File: src/rtl/lirq_pkg.sv
package lirq_pkg;
   localparam int unsigned REG_AW  = 8;
   localparam int unsigned REG_DW  = 32;
   localparam int unsigned MAX_SRC = 4;
   localparam int unsigned SB_LSB  = 16;

   localparam logic [REG_AW-1:0] A_TRIG_BASE = 8'h00;
   localparam logic [REG_AW-1:0] A_STAT      = 8'h10;
   localparam logic [REG_AW-1:0] A_CLR       = 8'h14;
   localparam logic [REG_AW-1:0] A_MASK      = 8'h18;
   localparam logic [REG_AW-1:0] A_CTX       = 8'h1C;

   function automatic logic [REG_AW-1:0] trig_addr(input int unsigned idx);
      return A_TRIG_BASE + REG_AW'(idx * 4);
   endfunction
endpackage

File: src/rtl/lirq_src.sv
module lirq_src #(
   parameter int unsigned LINE_W = 13
) (
   input  logic              clk,
   input  logic              rst_n,
   input  logic              line_start,
   input  logic [LINE_W-1:0] line_now,
   input  logic [LINE_W-1:0] target,
   input  logic              clr,
   output logic              stat_q
);
   logic hit;
   assign hit = line_start && (line_now == target);

   always_ff @(posedge clk or negedge rst_n) begin
      if (!rst_n)   stat_q <= 1'b0;
      else if (hit) stat_q <= 1'b1;
      else if (clr) stat_q <= 1'b0;
   end
endmodule

File: src/rtl/lirq_pulse.sv
module lirq_pulse #(
   parameter int unsigned LINE_W = 13
) (
   input  logic              clk,
   input  logic              rst_n,
   input  logic              line_start,
   input  logic [LINE_W-1:0] line_now,
   input  logic [LINE_W-1:0] target,
   output logic              pulse_q
);
   always_ff @(posedge clk or negedge rst_n) begin
      if (!rst_n) pulse_q <= 1'b0;
      else        pulse_q <= line_start && (line_now == target);
   end
endmodule

File: src/rtl/lirq_regs.sv
module lirq_regs
   import lirq_pkg::*;
#(
   parameter int unsigned LINE_W  = 13,
   parameter int unsigned NUM_SRC = 4
) (
   input  logic                            clk,
   input  logic                            rst_n,
   input  logic                            wr,
   input  logic [REG_AW-1:0]               addr,
   input  logic [REG_DW-1:0]               wdata,
   input  logic [NUM_SRC-1:0]              status,
   output logic [REG_DW-1:0]               rdata,
   output logic [NUM_SRC-1:0][LINE_W-1:0]  trig_q,
   output logic [NUM_SRC-1:0]              mask_q,
   output logic [LINE_W-1:0]               db_q,
   output logic [LINE_W-1:0]               sb_q,
   output logic [NUM_SRC-1:0]              clr
);
   assign clr = (wr && addr == A_CLR) ? wdata[NUM_SRC-1:0] : '0;

   always_ff @(posedge clk or negedge rst_n) begin
      if (!rst_n) begin
         trig_q <= '0;
         mask_q <= '0;
         db_q   <= '0;
         sb_q   <= '0;
      end else if (wr) begin
         for (int i = 0; i < NUM_SRC; i++)
            if (addr == trig_addr(i)) trig_q[i] <= wdata[LINE_W-1:0];
         if (addr == A_MASK) mask_q <= wdata[NUM_SRC-1:0];
         if (addr == A_CTX) begin
            db_q <= wdata[LINE_W-1:0];
            sb_q <= wdata[SB_LSB +: LINE_W];
         end
      end
   end

   always_comb begin
      rdata = '0;
      for (int i = 0; i < NUM_SRC; i++)
         if (addr == trig_addr(i)) rdata[LINE_W-1:0] = trig_q[i];
      if (addr == A_STAT) rdata[NUM_SRC-1:0] = status;
      if (addr == A_MASK) rdata[NUM_SRC-1:0] = mask_q;
      if (addr == A_CTX) begin
         rdata[LINE_W-1:0]      = db_q;
         rdata[SB_LSB +: LINE_W] = sb_q;
      end
   end
endmodule

File: src/rtl/line_irq_ctrl.sv
module line_irq_ctrl
   import lirq_pkg::*;
#(
   parameter int unsigned LINE_W  = 13,
   parameter int unsigned HPOS_W  = 13,
   parameter int unsigned NUM_SRC = 4
) (
   input  logic                       clk,
   input  logic                       rst_n,
   input  logic                       reg_wr,
   input  logic [lirq_pkg::REG_AW-1:0] reg_addr,
   input  logic [lirq_pkg::REG_DW-1:0] reg_wdata,
   output logic [lirq_pkg::REG_DW-1:0] reg_rdata,
   input  logic [LINE_W-1:0]          line_pos,
   input  logic [HPOS_W-1:0]          pix_pos,
   output logic                       irq,
   output logic                       db_pulse,
   output logic                       sb_pulse
);
   localparam int unsigned N_CTX = 2;

   if (NUM_SRC < 1 || NUM_SRC > MAX_SRC) begin : g_bad_src
      $error("NUM_SRC must lie in 1..4");
   end
   if (LINE_W < 1 || LINE_W > SB_LSB) begin : g_bad_line
      $error("LINE_W must lie in 1..16");
   end

   logic [NUM_SRC-1:0]             stat_q;
   logic [NUM_SRC-1:0]             mask_q;
   logic [NUM_SRC-1:0]             clr;
   logic [NUM_SRC-1:0][LINE_W-1:0] trig_q;
   logic [LINE_W-1:0]              db_q;
   logic [LINE_W-1:0]              sb_q;
   logic [N_CTX-1:0][LINE_W-1:0]   ctx_lines;
   logic [N_CTX-1:0]               ctx_pulse;
   logic                           line_start;

   assign line_start = (pix_pos == '0);

   lirq_regs #(.LINE_W(LINE_W), .NUM_SRC(NUM_SRC)) u_regs (
      .clk(clk), .rst_n(rst_n), .wr(reg_wr), .addr(reg_addr), .wdata(reg_wdata),
      .status(stat_q), .rdata(reg_rdata), .trig_q(trig_q), .mask_q(mask_q),
      .db_q(db_q), .sb_q(sb_q), .clr(clr)
   );

   for (genvar i = 0; i < NUM_SRC; i++) begin : g_src
      lirq_src #(.LINE_W(LINE_W)) u_src (
         .clk(clk), .rst_n(rst_n), .line_start(line_start), .line_now(line_pos),
         .target(trig_q[i]), .clr(clr[i]), .stat_q(stat_q[i])
      );
   end

   assign ctx_lines = {sb_q, db_q};

   for (genvar k = 0; k < N_CTX; k++) begin : g_ctx
      lirq_pulse #(.LINE_W(LINE_W)) u_pulse (
         .clk(clk), .rst_n(rst_n), .line_start(line_start), .line_now(line_pos),
         .target(ctx_lines[k]), .pulse_q(ctx_pulse[k])
      );
   end

   assign db_pulse = ctx_pulse[0];
   assign sb_pulse = ctx_pulse[1];
   assign irq      = |(stat_q & mask_q);
endmodule

File: config.mk
export PLATFORM = sky130hd
export DESIGN_NAME = line_irq_ctrl
export DESIGN_NICKNAME = d
export VERILOG_FILES = /design/src/rtl/lirq_pkg.sv /design/src/rtl/lirq_src.sv /design/src/rtl/lirq_pulse.sv /design/src/rtl/lirq_regs.sv /design/src/rtl/line_irq_ctrl.sv
export SDC_FILE = /design/constraint.sdc
export NUM_CORES = 1
export LEC_CHECK = 0
export ABC_AREA = 1
export BUFFER_PORTS_ARGS = -buffer_cell sky130_fd_sc_hd__buf_2
export CORE_AREA = 3 3 141 75
export CTS_CLUSTER_DIAMETER = 30
export DETAILED_ROUTE_END_ITERATION = 6
export DIE_AREA = 0 0 144 78
export HOLD_SLACK_MARGIN = 0.1
export PLACE_DENSITY = 0.78
export SLEW_MARGIN = 20
export SYNTH_ARGS = -nofsm -noshare
export SYNTH_HDL_FRONTEND = slang
export SYNTH_SLANG_ARGS = --single-unit
File: constraint.sdc
create_clock -name clk -period 5.2 [get_ports clk]
set_input_delay 1.56 -clock clk [delete_from_list [all_inputs] [get_ports clk]]
set_output_delay 1.56 -clock clk [all_outputs]
set_load 0.02 [all_outputs]
==> flow_metrics.py <==
metrics = {
    "timing": {
        "layout_min_cycle_time_ps": 4686,
        "worst_pin_slew_ps": 988.5,
        "setup_ws_ps": 513.9,
        "setup_viol": 0,
        "fin_skew_ps": 4.234,
        "slew_headroom_pct": 33.87,
        "final_hold_viol_count": 0,
        "max_freq_mhz": 213.4,
        "finalSetupTns_ps": 0,
        "slew_violations": 0,
        "rsz0062_at_grt": "false",
        "fin_crit_sh_pct": 90.12,
    },
    "power_and_ir_drop": {
        "seqPwrFrac_pct": 46.9,
        "p_leak_nw": 2.985,
        "p_per_area_nw_per_um2": 271.5,
        "p_switching_uw": 402.2,
        "p_int_mw": 1.186,
        "pwr-share-clk_pct": 41.9,
        "swShare_pct": 25.32,
        "p_comb_share_pct": 11.2,
        "worst_ir_drop_vdd_mv": 0.1749,
    },
    "synth": {
        "ys_ff_latch": 88,
        "yosysMostFrequentCell": "nand2_1",
        "ys_top_cells_by_count": "nand2_1 (166), dfrtp_1 (88), nor2_1 (62)",
        "synth.avg_cell_area_um2": 7.709,
        "synth_area_leaders": "dfrtp_1 (43%), nand2_1 (12%), xor2_1 (4.8%), o21ai_0 (4.7%), xnor2_1 (4.6%)",
        "synth_cell_types": 37,
        "syn_inst": 662,
        "synth.top_cell.area_share_pct": 43.15,
        "ys_seq_area_share_pct": 43.15,
        "synth-main-ff-cell": "dfrtp_1",
        "ys_warn_count": 0,
        "synth_top_area_cell": "dfrtp_1",
        "async_flop_share_pct": 100.0,
        "synth_edf_count": 0,
        "netlist_area_um2": 5104,
    },
    "clock_network": {
        "cts-root-buf": "clkbuf_16",
        "clock_path_buffers": 2,
        "cts_setup_buffers": 0,
        "cts_hold_buf": 0,
        "tritoncts": "yes",
        "cts.sinks": 88,
        "clock_latency_ps": 340,
        "htreeDepth": 3,
        "clk_pin_slew_ps": 60,
        "cts_buffers": 9,
        "cts_resized": 0,
    },
    "detailed_routing": {
        "drtAntennaViolNets": 0,
        "drt_iter0_drc": 446,
        "drt_pre_antenna_iters": 5,
        "wire_per_inst_um": 16.01,
        "viasPerCell": 5.472,
        "vias": 4711,
        "wl_mm": 13.78,
        "drc": 0,
    },
    "die": {
        "start_util_pct": 54.57,
        "io_pins": 104,
        "die_area_um2": 11230,
        "die_w_um": 144,
        "die_h_um": 78,
        "rows": 25,
        "coreArea_um2": 9353,
    },
    "finish": {
        "antenna_cells": 0,
        "nets": 804,
        "utilization_pct": 62.56,
        "multiInputGateArea_um2": 2487,
        "syn2layout_area_growth_pct": 14.64,
        "fin_area_um2": 5851,
        "drive_above_1_share_pct": 19.19,
        "seq_area_um2": 2202,
        "finalNonFillerCells": 861,
        "fill_cells": 836,
    },
    "critical_path": {
        "cp_slowest_cell": "nor2_4",
        "critPathTopFamily": "simple AND/OR/NAND/NOR gates",
        "worstPathArrival_ps": 3130,
        "critPathBufInv": 3,
        "cpMostUsedCell": "buf_2",
        "crit_fanout": 16,
        "worstPathRequired_ps": 3640,
        "max_stage_delay_ps": 440,
        "cp-end-kind": "output port",
        "ff2ff_path_depth": 5,
        "start_kind": "primary input",
        "critical_path_class": "in -> out",
        "path_depth": 9,
        "crit_chain": "buf_2 -> nor2_2 -> nand2_4 -> nor2_4 -> inv_1 -> o21ai_0 -> a21o_1 -> nand2_1 -> buf_2",
    },
    "placement": {
        "gp_congestion": 0.8952,
        "portBuffers": 91,
        "place_area_um2": 5543,
        "dpl.hpwl_mm": 9.968,
        "dp_slack_ps": 540.0,
        "dp_cells": 845,
    },
    "global_route": {
        "grt_first_pass_wirelength_mm": 22.18,
        "grt_use_total_pct": 25.73,
        "grt_max_degree": 53,
        "grt_pass1_vias": 4356,
        "grt-ovfl-total": 0,
        "antenna_found_initial": 0,
    },
    "worst_hold_path": {
        "whs_path_depth": 2,
        "min_path_type": "reg -> reg",
    },
    "job": {
        "maxCapViolCount": 0,
    },
    "outcome": {
        "status": "finished clean",
    },
}
per-stage QoR:
step / power, mW / hold WS, ps
detailed placement: 0.9328 / 480.8
CTS: 1.592 / 493.7
finish: 1.588 / 489.9
global placement: 0.9271 / 472.6
global route: 1.654 / 528.4
floorplan: 0.8643 / 452.4
flip-flops by register name (all words and copies together) (netlist names):
signal / count
g_ctx.u_pulse.pulse_q: 2
u_regs.mask_q: 4
g_src.u_src.stat_q: 4
u_regs.db_q: 13
u_regs.trig_q: 52
u_regs.sb_q: 13
cell usage in the layout (no fill, tap or decap), types with 2 or more instances in the layout:
cell type,instances
nand2_1,166
o21ai_1,26
inv_1,57
nor2_2,5
a21oi_1,22
nand2_4,2
nand2_2,5
dfrtp_1,88
buf_4,3
nor3_1,11
or2_2,12
nand3_2,2
o22ai_1,5
conb_1,6
clkbuf_16,9
a221oi_1,4
nand3_1,22
xnor2_1,27
o21ai_0,48
nor2_1,62
nor4_1,2
nand4_1,11
xor2_1,28
clkinv_2,2
nor2_4,4
o211ai_1,3
a21o_1,2
a41oi_1,4
buf_2,90
clkbuf_8,2
worst reg2reg max path: stages, from the launching register on:
cell and delay, ps:
dfrtp_1 400, inv_1 60, nor2_1 40, nor4_1 390, nand3_1 210, nor3_1 220
kinds of logic (layout without fill, tap and decap cells):
logic type	after synthesis	after routing	share of synthesized area (%)
compound gates	117	117	12.65
xor+xnor	55	55	9.439
buf+inv	96	169	8.482
simple gates	305	305	26.21
other cells	1	6	0.07348
flops	88	88	43.15
worst paths after layout:
path,startpoint,end,slack (ps)
worst max register to register,u_regs.db_q[4]$_DFFE_PN0P_,g_ctx[0].u_pulse.pulse_q$_DFF_PN0_,3780
worst min-delay path,g_src[0].u_src.stat_q$_DFFE_PN0P_,g_src[0].u_src.stat_q$_DFFE_PN0P_,490
max in group asynchronous,rst_n,u_regs.trig_q[21]$_DFFE_PN0P_,2980
min in group asynchronous,rst_n,u_regs.db_q[2]$_DFFE_PN0P_,1230
worst max-delay path,reg_addr[7],reg_rdata[10],510
worst min register to register,g_src[0].u_src.stat_q$_DFFE_PN0P_,g_src[0].u_src.stat_q$_DFFE_PN0P_,490
metal layers:
layer,vias to the layer above,part of all wire (%),track usage [%]
met4,0,2.0,7.895
met3,31,8.9,5.480
met1,2186,46,36.68
li1,2266,-,-
met2,228,43,39.38
met5,-,0,0
layout make-up:
type	count	share of cell area (%)
sequential	88	37.64
clock buffer	12	4.384
clock inverter	4	0.8768
multi-input combinational	483	42.52
timing repair buffer	93	8.084
inverter	60	3.914
tap	121	2.588
power by group through the flow:
stage          Sequential, mW  Combinational, mW  Clock [mW]
3_3_place_gp            0.755              0.172           0
4_1_cts                 0.744              0.177       0.670
3_5_place_dp            0.757              0.176           0
2_1_floorplan           0.750              0.114           0
6_report                0.745              0.178       0.665
5_1_grt                 0.749              0.200       0.705
Note: power is estimated with default switching activity, not from simulation.
